$ cat src/rtl/cart_map_pkg.sv
`timescale 1ns/1ps
package cart_map_pkg;
  localparam int BANK_W    = 8;
  localparam int OFS_W     = 16;
  localparam int ROM_AW    = 22;
  localparam int SRAM_AW   = 15;
  localparam int ROM_CHIPS = 2;
  localparam int CHIP_W    = (ROM_CHIPS > 1) ? $clog2(ROM_CHIPS) : 1;

  typedef enum logic [1:0] {
    MAP_LO   = 2'b00,
    MAP_HI   = 2'b01,
    MAP_EXHI = 2'b10,
    MAP_OFF  = 2'b11
  } map_mode_e;

  typedef struct packed {
    logic              rom_sel;
    logic [CHIP_W-1:0] chip;
    logic              sram_sel;
    logic [ROM_AW-1:0] rom_addr;
    logic [1:0]        sram_hi;
  } map_dec_t;
endpackage

$ cat src/rtl/cart_lo_map.sv
`timescale 1ns/1ps
module cart_lo_map
  import cart_map_pkg::*;
(
  input  logic [BANK_W-1:0] bank_i,
  input  logic [OFS_W-1:0]  ofs_i,
  input  logic              cart_ni,
  output map_dec_t          dec_o
);
  logic unused_mirror;
  assign unused_mirror = bank_i[7];

  always_comb begin
    dec_o          = '0;
    // offset bit 15 splits ROM half from SRAM half
    dec_o.rom_sel  = !cart_ni && ofs_i[15];
    dec_o.sram_sel = !cart_ni && !ofs_i[15] && bank_i[6] && bank_i[5];
    dec_o.rom_addr = {bank_i[6:0], ofs_i[14:0]};
    dec_o.sram_hi  = ofs_i[14:13];
  end
endmodule

$ cat src/rtl/cart_hi_map.sv
`timescale 1ns/1ps
module cart_hi_map
  import cart_map_pkg::*;
#(
  parameter bit EXTENDED = 1'b0
) (
  input  logic [BANK_W-1:0] bank_i,
  input  logic [OFS_W-1:0]  ofs_i,
  input  logic              cart_ni,
  output map_dec_t          dec_o
);
  logic win_ofs, win_bank, sram_hit;
  logic unused_b7;
  assign unused_b7 = bank_i[7];

  assign win_ofs = !ofs_i[15] && ofs_i[14] && ofs_i[13];

  generate
    if (EXTENDED) begin : g_ext
      assign win_bank = bank_i[5];
    end else begin : g_std
      assign win_bank = bank_i[5] && !bank_i[6];
    end
  endgenerate

  assign sram_hit = win_ofs && win_bank;

  always_comb begin
    dec_o          = '0;
    dec_o.sram_sel = sram_hit;
    // SRAM window wins so ROM never drives during an SRAM hit
    dec_o.rom_sel  = !cart_ni && !sram_hit;
    dec_o.chip     = (EXTENDED && !bank_i[7]) ? CHIP_W'(1) : CHIP_W'(0);
    dec_o.rom_addr = {bank_i[5:0], ofs_i};
    dec_o.sram_hi  = bank_i[1:0];
  end
endmodule

$ cat src/rtl/cart_sram_gate.sv
`timescale 1ns/1ps
module cart_sram_gate (
  input  logic sel_i,
  input  logic rst_ni,
  output logic ce_no,
  output logic ce2_o
);
  // reset low parks the SRAM in retention regardless of decode
  assign ce_no = !(sel_i && rst_ni);
  assign ce2_o = rst_ni;
endmodule

$ cat src/rtl/cart_map_decoder.sv
`timescale 1ns/1ps
module cart_map_decoder
  import cart_map_pkg::*;
(
  input  logic [1:0]           mode_i,
  input  logic [BANK_W-1:0]    bank_i,
  input  logic [OFS_W-1:0]     ofs_i,
  input  logic                 cart_ni,
  input  logic                 rd_ni,
  input  logic                 wr_ni,
  input  logic                 rst_ni,
  output logic [ROM_CHIPS-1:0] rom_oe_no,
  output logic [ROM_AW-1:0]    rom_addr_o,
  output logic                 sram_ce_no,
  output logic                 sram_ce2_o,
  output logic                 sram_we_no,
  output logic                 sram_oe_no,
  output logic [SRAM_AW-1:0]   sram_addr_o,
  output logic                 bus_drive_o
);
  localparam int CNT_W = $clog2(ROM_CHIPS + 2);

  map_dec_t lo_dec, sel;
  map_dec_t hi_dec [2];
  logic [CNT_W-1:0] act_cnt;

  cart_lo_map i_lo (.bank_i(bank_i), .ofs_i(ofs_i), .cart_ni(cart_ni), .dec_o(lo_dec));

  for (genvar v = 0; v < 2; v++) begin : g_hi
    cart_hi_map #(.EXTENDED(v == 1)) i_hi (
      .bank_i(bank_i), .ofs_i(ofs_i), .cart_ni(cart_ni), .dec_o(hi_dec[v])
    );
  end

  always_comb begin
    unique case (map_mode_e'(mode_i))
      MAP_LO:   sel = lo_dec;
      MAP_HI:   sel = hi_dec[0];
      MAP_EXHI: sel = hi_dec[1];
      default: begin
        sel          = lo_dec;
        sel.rom_sel  = 1'b0;
        sel.sram_sel = 1'b0;
      end
    endcase
  end

  for (genvar c = 0; c < ROM_CHIPS; c++) begin : g_rom_oe
    assign rom_oe_no[c] = !(sel.rom_sel && (sel.chip == CHIP_W'(c)));
  end

  cart_sram_gate i_gate (
    .sel_i(sel.sram_sel), .rst_ni(rst_ni), .ce_no(sram_ce_no), .ce2_o(sram_ce2_o)
  );

  assign rom_addr_o  = sel.rom_addr;
  assign sram_addr_o = {sel.sram_hi, ofs_i[12:0]};
  assign sram_we_no  = wr_ni;
  assign sram_oe_no  = rd_ni;

  always_comb begin
    act_cnt = CNT_W'(!sram_ce_no);
    for (int c = 0; c < ROM_CHIPS; c++) act_cnt = act_cnt + CNT_W'(!rom_oe_no[c]);
  end

  assign bus_drive_o = !rd_ni && (act_cnt == CNT_W'(1));
endmodule

$ cat config.mk
export PLATFORM = sky130hd
export DESIGN_NAME = cart_map_decoder
export DESIGN_NICKNAME = d
export VERILOG_FILES = /design/src/rtl/cart_map_pkg.sv /design/src/rtl/cart_lo_map.sv /design/src/rtl/cart_hi_map.sv /design/src/rtl/cart_sram_gate.sv /design/src/rtl/cart_map_decoder.sv
export SDC_FILE = /design/constraint.sdc
export NUM_CORES = 1
export LEC_CHECK = 0
export BUFFER_PORTS_ARGS = -buffer_cell sky130_fd_sc_hd__buf_4
export CAP_MARGIN = 40
export CELL_PAD_IN_SITES_DETAIL_PLACEMENT = 0
export CELL_PAD_IN_SITES_GLOBAL_PLACEMENT = 1
export CORE_AREA = 2 2 73 75
export DETAILED_ROUTE_END_ITERATION = 12
export DIE_AREA = 0 0 75 77
export PLACE_DENSITY_LB_ADDON = 0.1
export SLEW_MARGIN = 20
export SYNTH_ARGS = -nofsm -noshare
export SYNTH_HDL_FRONTEND = slang
export SYNTH_HIERARCHICAL = 1
export SYNTH_SLANG_ARGS = --single-unit
$ cat constraint.sdc
create_clock -name vclk -period 2.17
set_input_delay 0.1085 -clock vclk [all_inputs]
set_output_delay 0.1085 -clock vclk [all_outputs]
set_load 0.01 [all_outputs]
==> reports/metrics.csv, run 1 <==
stage,metric,value,unit
power,leakagePower,0.707,nW
run_status,status,"complete, no violations",
layout,antenna_cells,0,
drt,drt_iter0_drc,48,
global_routing,antenna_found_initial,0,
timing,setup_violations,0,
power,ir_worst_vdd,63.0,µV
layout,drive_above_1_share,39.0,%
place,hpwlAfterDp,2.31,mm
power,comb_power_share,100.0,%
timing,post-route-min-period,1840,ps
timing,rsz0062_at_grt,false,
die,initial_utilization,37.4,%
layout,nFillCells,562,
drt,wl_per_cell,11.4,µm
power,power_density,223,mW/mm²
drt,viasPerCell,4.63,
power,power_frac_clock,0,%
yosys,synth_area_leaders,"buf_4 48%, mux2i_1 16%, a211oi_1 9.7%",
drt,finalWirelength,3.07,mm
layout,seqCellArea,0,µm²
min_path,min-delay-path-class,in -> out,
worst_setup_path,worst_ep_required_time,2060,ps
yosys,synth_compound_area_share,17.0,%
power,seq_power_share,0,%
yosys,synth_xor_area_share,0,%
drt,detail-route-antenna-nets,0,
global_routing,grt-ovfl-total,0,
die,core,0.00498,mm²
yosys,seq_area_frac_synth,0,%
timing,hold_viol,0,
worst_setup_path,crit_path_end_kind,output pin,
place,io_buffers,72,
yosys,synth_cell_type_count,25,
layout,area_growth_syn_to_layout,-16.6,%
drt,first_pass_iters,4,
timing,drv_slew,0,
yosys,synth_area,0.00186,mm²
layout,final_nets,232,
place,gp_congestion,0.658,
yosys,synthMuxAreaShare,15.6,%
layout,num-clock-buffers,0,
timing,setup_tns,0,ps
layout,stdcell_area,0.00155,mm²
yosys,syn_avg_cell_area,7.26,µm²
die,fp.dieW,75,µm
yosys,synthSimpleGateAreaFrac,15.2,%
die,rows,26,
clock_tree,post_cts_buffers,0,
yosys,synth_nets,286,
clock_tree,cts_resized,0,
yosys,synth_top_family_by_area,buffers and inverters,
worst_setup_path,cp-start-kind,primary input,
worst_setup_path,arrival,1730,ps
worst_setup_path,worstSetupPathType,in -> out,
die,ioPinCount,74,
yosys,synth_top_cell_by_area,buf_4,
global_routing,grt_max_degree,43,
place,placed_area,0.00155,mm²
drt,route.detailed.drc,0,
layout,multi_input_area,897,µm²
power,power.share.switching,48.4,%
clock_tree,cts_hold_buf,0,
yosys,synthCells,256,
global_routing,grt_pass1_vias,1063,
die,fp.dieH,77,µm
timing,max_freq,0.545,GHz
yosys,synth_top_area_share,48.0,%
global_routing,grt_first_pass_wirelength,4.75,mm
layout,seq_cell_count,0,
power,power_switching,0.167,mW
yosys,yosysWarnings,6,
global_routing,grtUsageTotal,9.61,%
drt,via_count,1249,
yosys,synthAdderAreaFrac,0,%
die,die_area,0.00578,mm²
timing,fin_crit_sh,84.6,%
power,p_int,0.178,mW
worst_setup_path,crit_fanout,6,
flow_run,drv_cap,0,
per-stage QoR:
step | setup WS (ps) | utilization, % | hold WS [ps] | power, mW | std cells
2_1_floorplan | 502 | - | 309 | 0.360 | 256
3_3_place_gp | 410 | 31.2 | 217 | 0.345 | 270
3_5_place_dp | 336 | 31.2 | 217 | 0.349 | 270
4_1_cts | 322 | 31.2 | 217 | 0.351 | 270
5_1_grt | 162 | 31.2 | 217 | 0.380 | 270
6_report | 334 | 31.2 | 217 | 0.345 | 270
power by group through the flow:
stage | registers, mW | logic (mW) | clock network [mW]
2_1_floorplan | 0 | 0.360 | 0
3_3_place_gp | 0 | 0.345 | 0
3_5_place_dp | 0 | 0.349 | 0
4_1_cts | 0 | 0.351 | 0
5_1_grt | 0 | 0.380 | 0
6_report | 0 | 0.345 | 0
layer usage:
| metal | GRT usage [%] | vias to the layer above | wire, µm |
|---|---|---|---|
| met3 | 0.131 | 0 | 164 |
| met1 | 11.9 | 561 | 1330 |
| met5 | 0 | - | 0 |
| met4 | 0 | 0 | 0 |
| li1 | - | 651 | - |
| met2 | 18.9 | 37 | 1580 |
layout by cell type (no fill, tap or decap), types with 2 or more instances in the layout:
cell,n
a21oi_1,24
o21ai_0,2
a211oi_1,24
mux2i_1,29
buf_4,75
nand2_1,3
or4b_1,2
nand3b_1,2
conb_1,2
nor2b_1,25
cell type report:
cell class / instances / area share, %
repair buffers: 75 / 36.3
well taps: 70 / 5.65
multi-input cells: 124 / 57.8
inverters: 1 / 0.242
worst max-delay path, cell delays in order:
cell	delay [ps]
buf_4	130
nor3b_2	210
and3_1	190
mux2i_1	70
o21ai_0	150
nand2_1	130
or4b_1	520
nand4_1	90
buf_4	120
worst paths after layout:
path | slack (ps) | to | depth (start not counted) | startpoint
hold / removal | 220 | sram_we_no | 0 | wr_ni
setup / recovery | 330 | bus_drive_o | 9 | ofs_i[15]
cell families (layout without fill, tap and decap cells):
kind of cell           Yosys count  count (layout)
buffers and inverters          132              76
and+or+nand+nor                 42              42
muxes                           29              29
AOI/OAI and AO/OA               51              51
other                            2               2
Yosys cell counts:
| cell type | instances |
|---|---|
| a21oi_1 | 24 |
| and4bb_2 | 1 |
| and2b_2 | 1 |
| and4b_1 | 1 |
| nor2_1 | 1 |
| buf_4 | 119 |
| nor3b_2 | 1 |
| mux2i_1 | 29 |
| nor2b_1 | 25 |
| inv_1 | 1 |
| nand2_1 | 3 |
| buf_2 | 4 |
| o21ai_0 | 2 |
| nand3b_1 | 2 |
| buf_6 | 2 |
| clkbuf_1 | 6 |
| a31oi_1 | 1 |
| conb_1 | 2 |
| and3_1 | 1 |
| a211oi_1 | 24 |
| nand2b_1 | 1 |
| or4b_1 | 2 |
| nand4_1 | 1 |
| nor3_1 | 1 |
| nand4b_1 | 1 |
(Power assumes the default switching activity.)
==> run 2, diff against run 1 <==
--- a/config.mk
+++ b/config.mk
@@ -5,13 +5,14 @@
 export SDC_FILE = /design/constraint.sdc
 export NUM_CORES = 1
 export LEC_CHECK = 0
+export ABC_AREA = 1
 export BUFFER_PORTS_ARGS = -buffer_cell sky130_fd_sc_hd__buf_4
 export CAP_MARGIN = 40
 export CELL_PAD_IN_SITES_DETAIL_PLACEMENT = 0
 export CELL_PAD_IN_SITES_GLOBAL_PLACEMENT = 1
-export CORE_AREA = 2 2 73 75
+export CORE_AREA = 2 2 75 77
 export DETAILED_ROUTE_END_ITERATION = 12
-export DIE_AREA = 0 0 75 77
+export DIE_AREA = 0 0 77 79
 export PLACE_DENSITY_LB_ADDON = 0.1
 export SLEW_MARGIN = 20
 export SYNTH_ARGS = -nofsm -noshare
==> constraint.sdc (replaced) <==
create_clock -name vclk -period 1.7
set_input_delay 0.085 -clock vclk [all_inputs]
set_output_delay 0.085 -clock vclk [all_outputs]
set_load 0.01 [all_outputs]
==> reports/metrics.csv, run 2 <==
stage,metric,value,unit
worst_setup_path,cp_slowest_cell,buf_4,
timing,drv_slew,0,
yosys,synth_nets,299,
die,die_area,0.00608,mm²
min_path,min-delay-path-class,in -> out,
global_routing,use_met2,20.1,%
global_routing,grt-ovfl-total,0,
die,fp.dieH,79,µm
worst_setup_path,cp_num_buf_inv,4,
die,ioPinCount,74,
min_path,hold_end,sram_we_no,
drt,drt_iter0_drc,44,
drt,detail-route-antenna-nets,0,
timing,setup_tns,0,ps
yosys,synthCells,269,
worst_setup_path,path_cells,buf_4 > buf_4 > nor2_1 > nand2_1 > nand3_1 > nand2_1 > inv_1 > nand2_1 > nand2_1 > nor2_1 > buf_4,
die,initial_utilization,32.5,%
layout,drive_above_1_share,57.3,%
timing,tightest_slew,621,ps
yosys,syn_avg_cell_area,6.45,µm²
yosys,yosysMostFrequentCell,buf_4,
timing,post-route-min-period,1380,ps
worst_setup_path,crit_fanout,30,
place,io_buffers,72,
yosys,synth_top_cell_by_area,buf_4,
timing,setup_violations,0,
yosys,seq_area_frac_synth,0,%
yosys,synth_cell_type_count,15,
place,hpwlAfterDp,2.50,mm
layout,final_cell_mix,"75 x buf_4, 44 x nand2_1, 34 x nand3_1",
die,core,0.00534,mm²
clock_tree,cts_resized,0,
global_routing,grtUsageMet1,13.5,%
drt,wl_per_cell,11.2,µm
clock_tree,cts_hold_buf,0,
drt,first_pass_iters,4,
layout,final_common_cell,buf_4,
timing,hold_viol,0,
yosys,synth_top_area_share,51.0,%
worst_setup_path,arrival,1300,ps
layout,seq_cell_count,0,
layout,antenna_cells,0,
min_path,min_from,wr_ni,
worst_setup_path,crit_path_end_kind,output pin,
clock_tree,post_cts_buffers,0,
worst_setup_path,path_delay_family,buffers and inverters,
layout,num-clock-buffers,0,
power,power_density,323,mW/mm²
worst_setup_path,worstSetupPathType,in -> out,
timing,rsz0062_at_grt,false,
worst_setup_path,cp_common_cell,nand2_1,
run_status,status,"complete, no violations",
drt,viasPerCell,4.07,
die,rows,27,
power,ir_worst_vdd,81.9,µV
layout,stdcell_count,292,
drt,via_count,1189,
global_routing,grt_pass1_vias,1164,
global_routing,grtUsageTotal,10.6,%
worst_setup_path,cp-start-kind,primary input,
global_routing,grt_first_pass_wirelength,5.48,mm
min_path,hold_depth,0,
global_routing,top_usage_layer,met2,
yosys,synth_area,0.00174,mm²
timing,fin_crit_sh,81.4,%
place,post-place-cells,292,
worst_setup_path,max_stage_delay,340,ps
drt,finalWirelength,3.28,mm
yosys,yosysWarnings,6,
drt,route.detailed.drc,0,
layout,nFillCells,630,
global_routing,met3_usage,0.795,%
place,gp_congestion,0.698,
die,fp.dieW,77,µm
layout,seqCellArea,0,µm²
worst_setup_path,worst_ep_required_time,1620,ps
power,leakagePower,0.811,nW
layout,utilization,27.7,%
layout,area_growth_syn_to_layout,-14.9,%
yosys,netlist_top_cells_count,"118 x buf_4, 44 x nand2_1, 34 x nand3_1",
power,p_total,0.477,mW
timing,max_freq,0.722,GHz
global_routing,antenna_found_initial,0,
timing,relSlewSlack,58.6,%
global_routing,grt_max_degree,31,
flow_run,drv_cap,0,
layout,final_nets,252,
yosys,synth_area_leaders,"buf_4 51%, nand3_2 13%, nand3_1 9.8%",
==> run 2: worst max-delay path by stage <==
stage,startpoint,end,cells after the start
final,mode_i[1],bus_drive_o,11
after floorplan,mode_i[0],bus_drive_o,10
after CTS,mode_i[1],bus_drive_o,11
after global routing,mode_i[1],bus_drive_o,11
after global placement,mode_i[1],rom_addr_o[13],5
after detailed placement,mode_i[1],bus_drive_o,11
==> run 2: cell type report <==
cell class	instances	area (µm²)	area share [%]
Multi-Input combinational cell	133	768	52.0
Tap cell	72	90.1	6.10
Timing Repair Buffer	76	578	39.1
Inverter	11	41.3	2.79
==> run 2: stage by stage <==
stage,setup WS [ps],cell area [µm²],hold WS (ps)
6_report,316,1480,170
4_1_cts,286,1480,170
3_3_place_gp,227,1460,170
3_5_place_dp,293,1480,170
5_1_grt,191,1480,170
2_1_floorplan,649,1740,247
==> run 2: kinds of logic after synthesis <==
logic type / after synthesis / synth area share (%)
xor gates and xnor gates: 1 / 0.938
buffers and inverters: 136 / 56.4
other: 2 / 0.433
and+or+nand+nor: 130 / 42.2
==> run 2: layer usage <==
metal  share of wire (%)  up-vias
met1                  45      523
met2                  50       37
met5                   0        -
met3                 4.3        2
met4                0.58        0
li1                    -      627
==> run 2: power by group <==
group | switching [mW] | internal (mW) | total [mW]
combinational | 0.249 | 0.228 | 0.477
sequential | 0 | 0 | 0
clock | 0 | 0 | 0
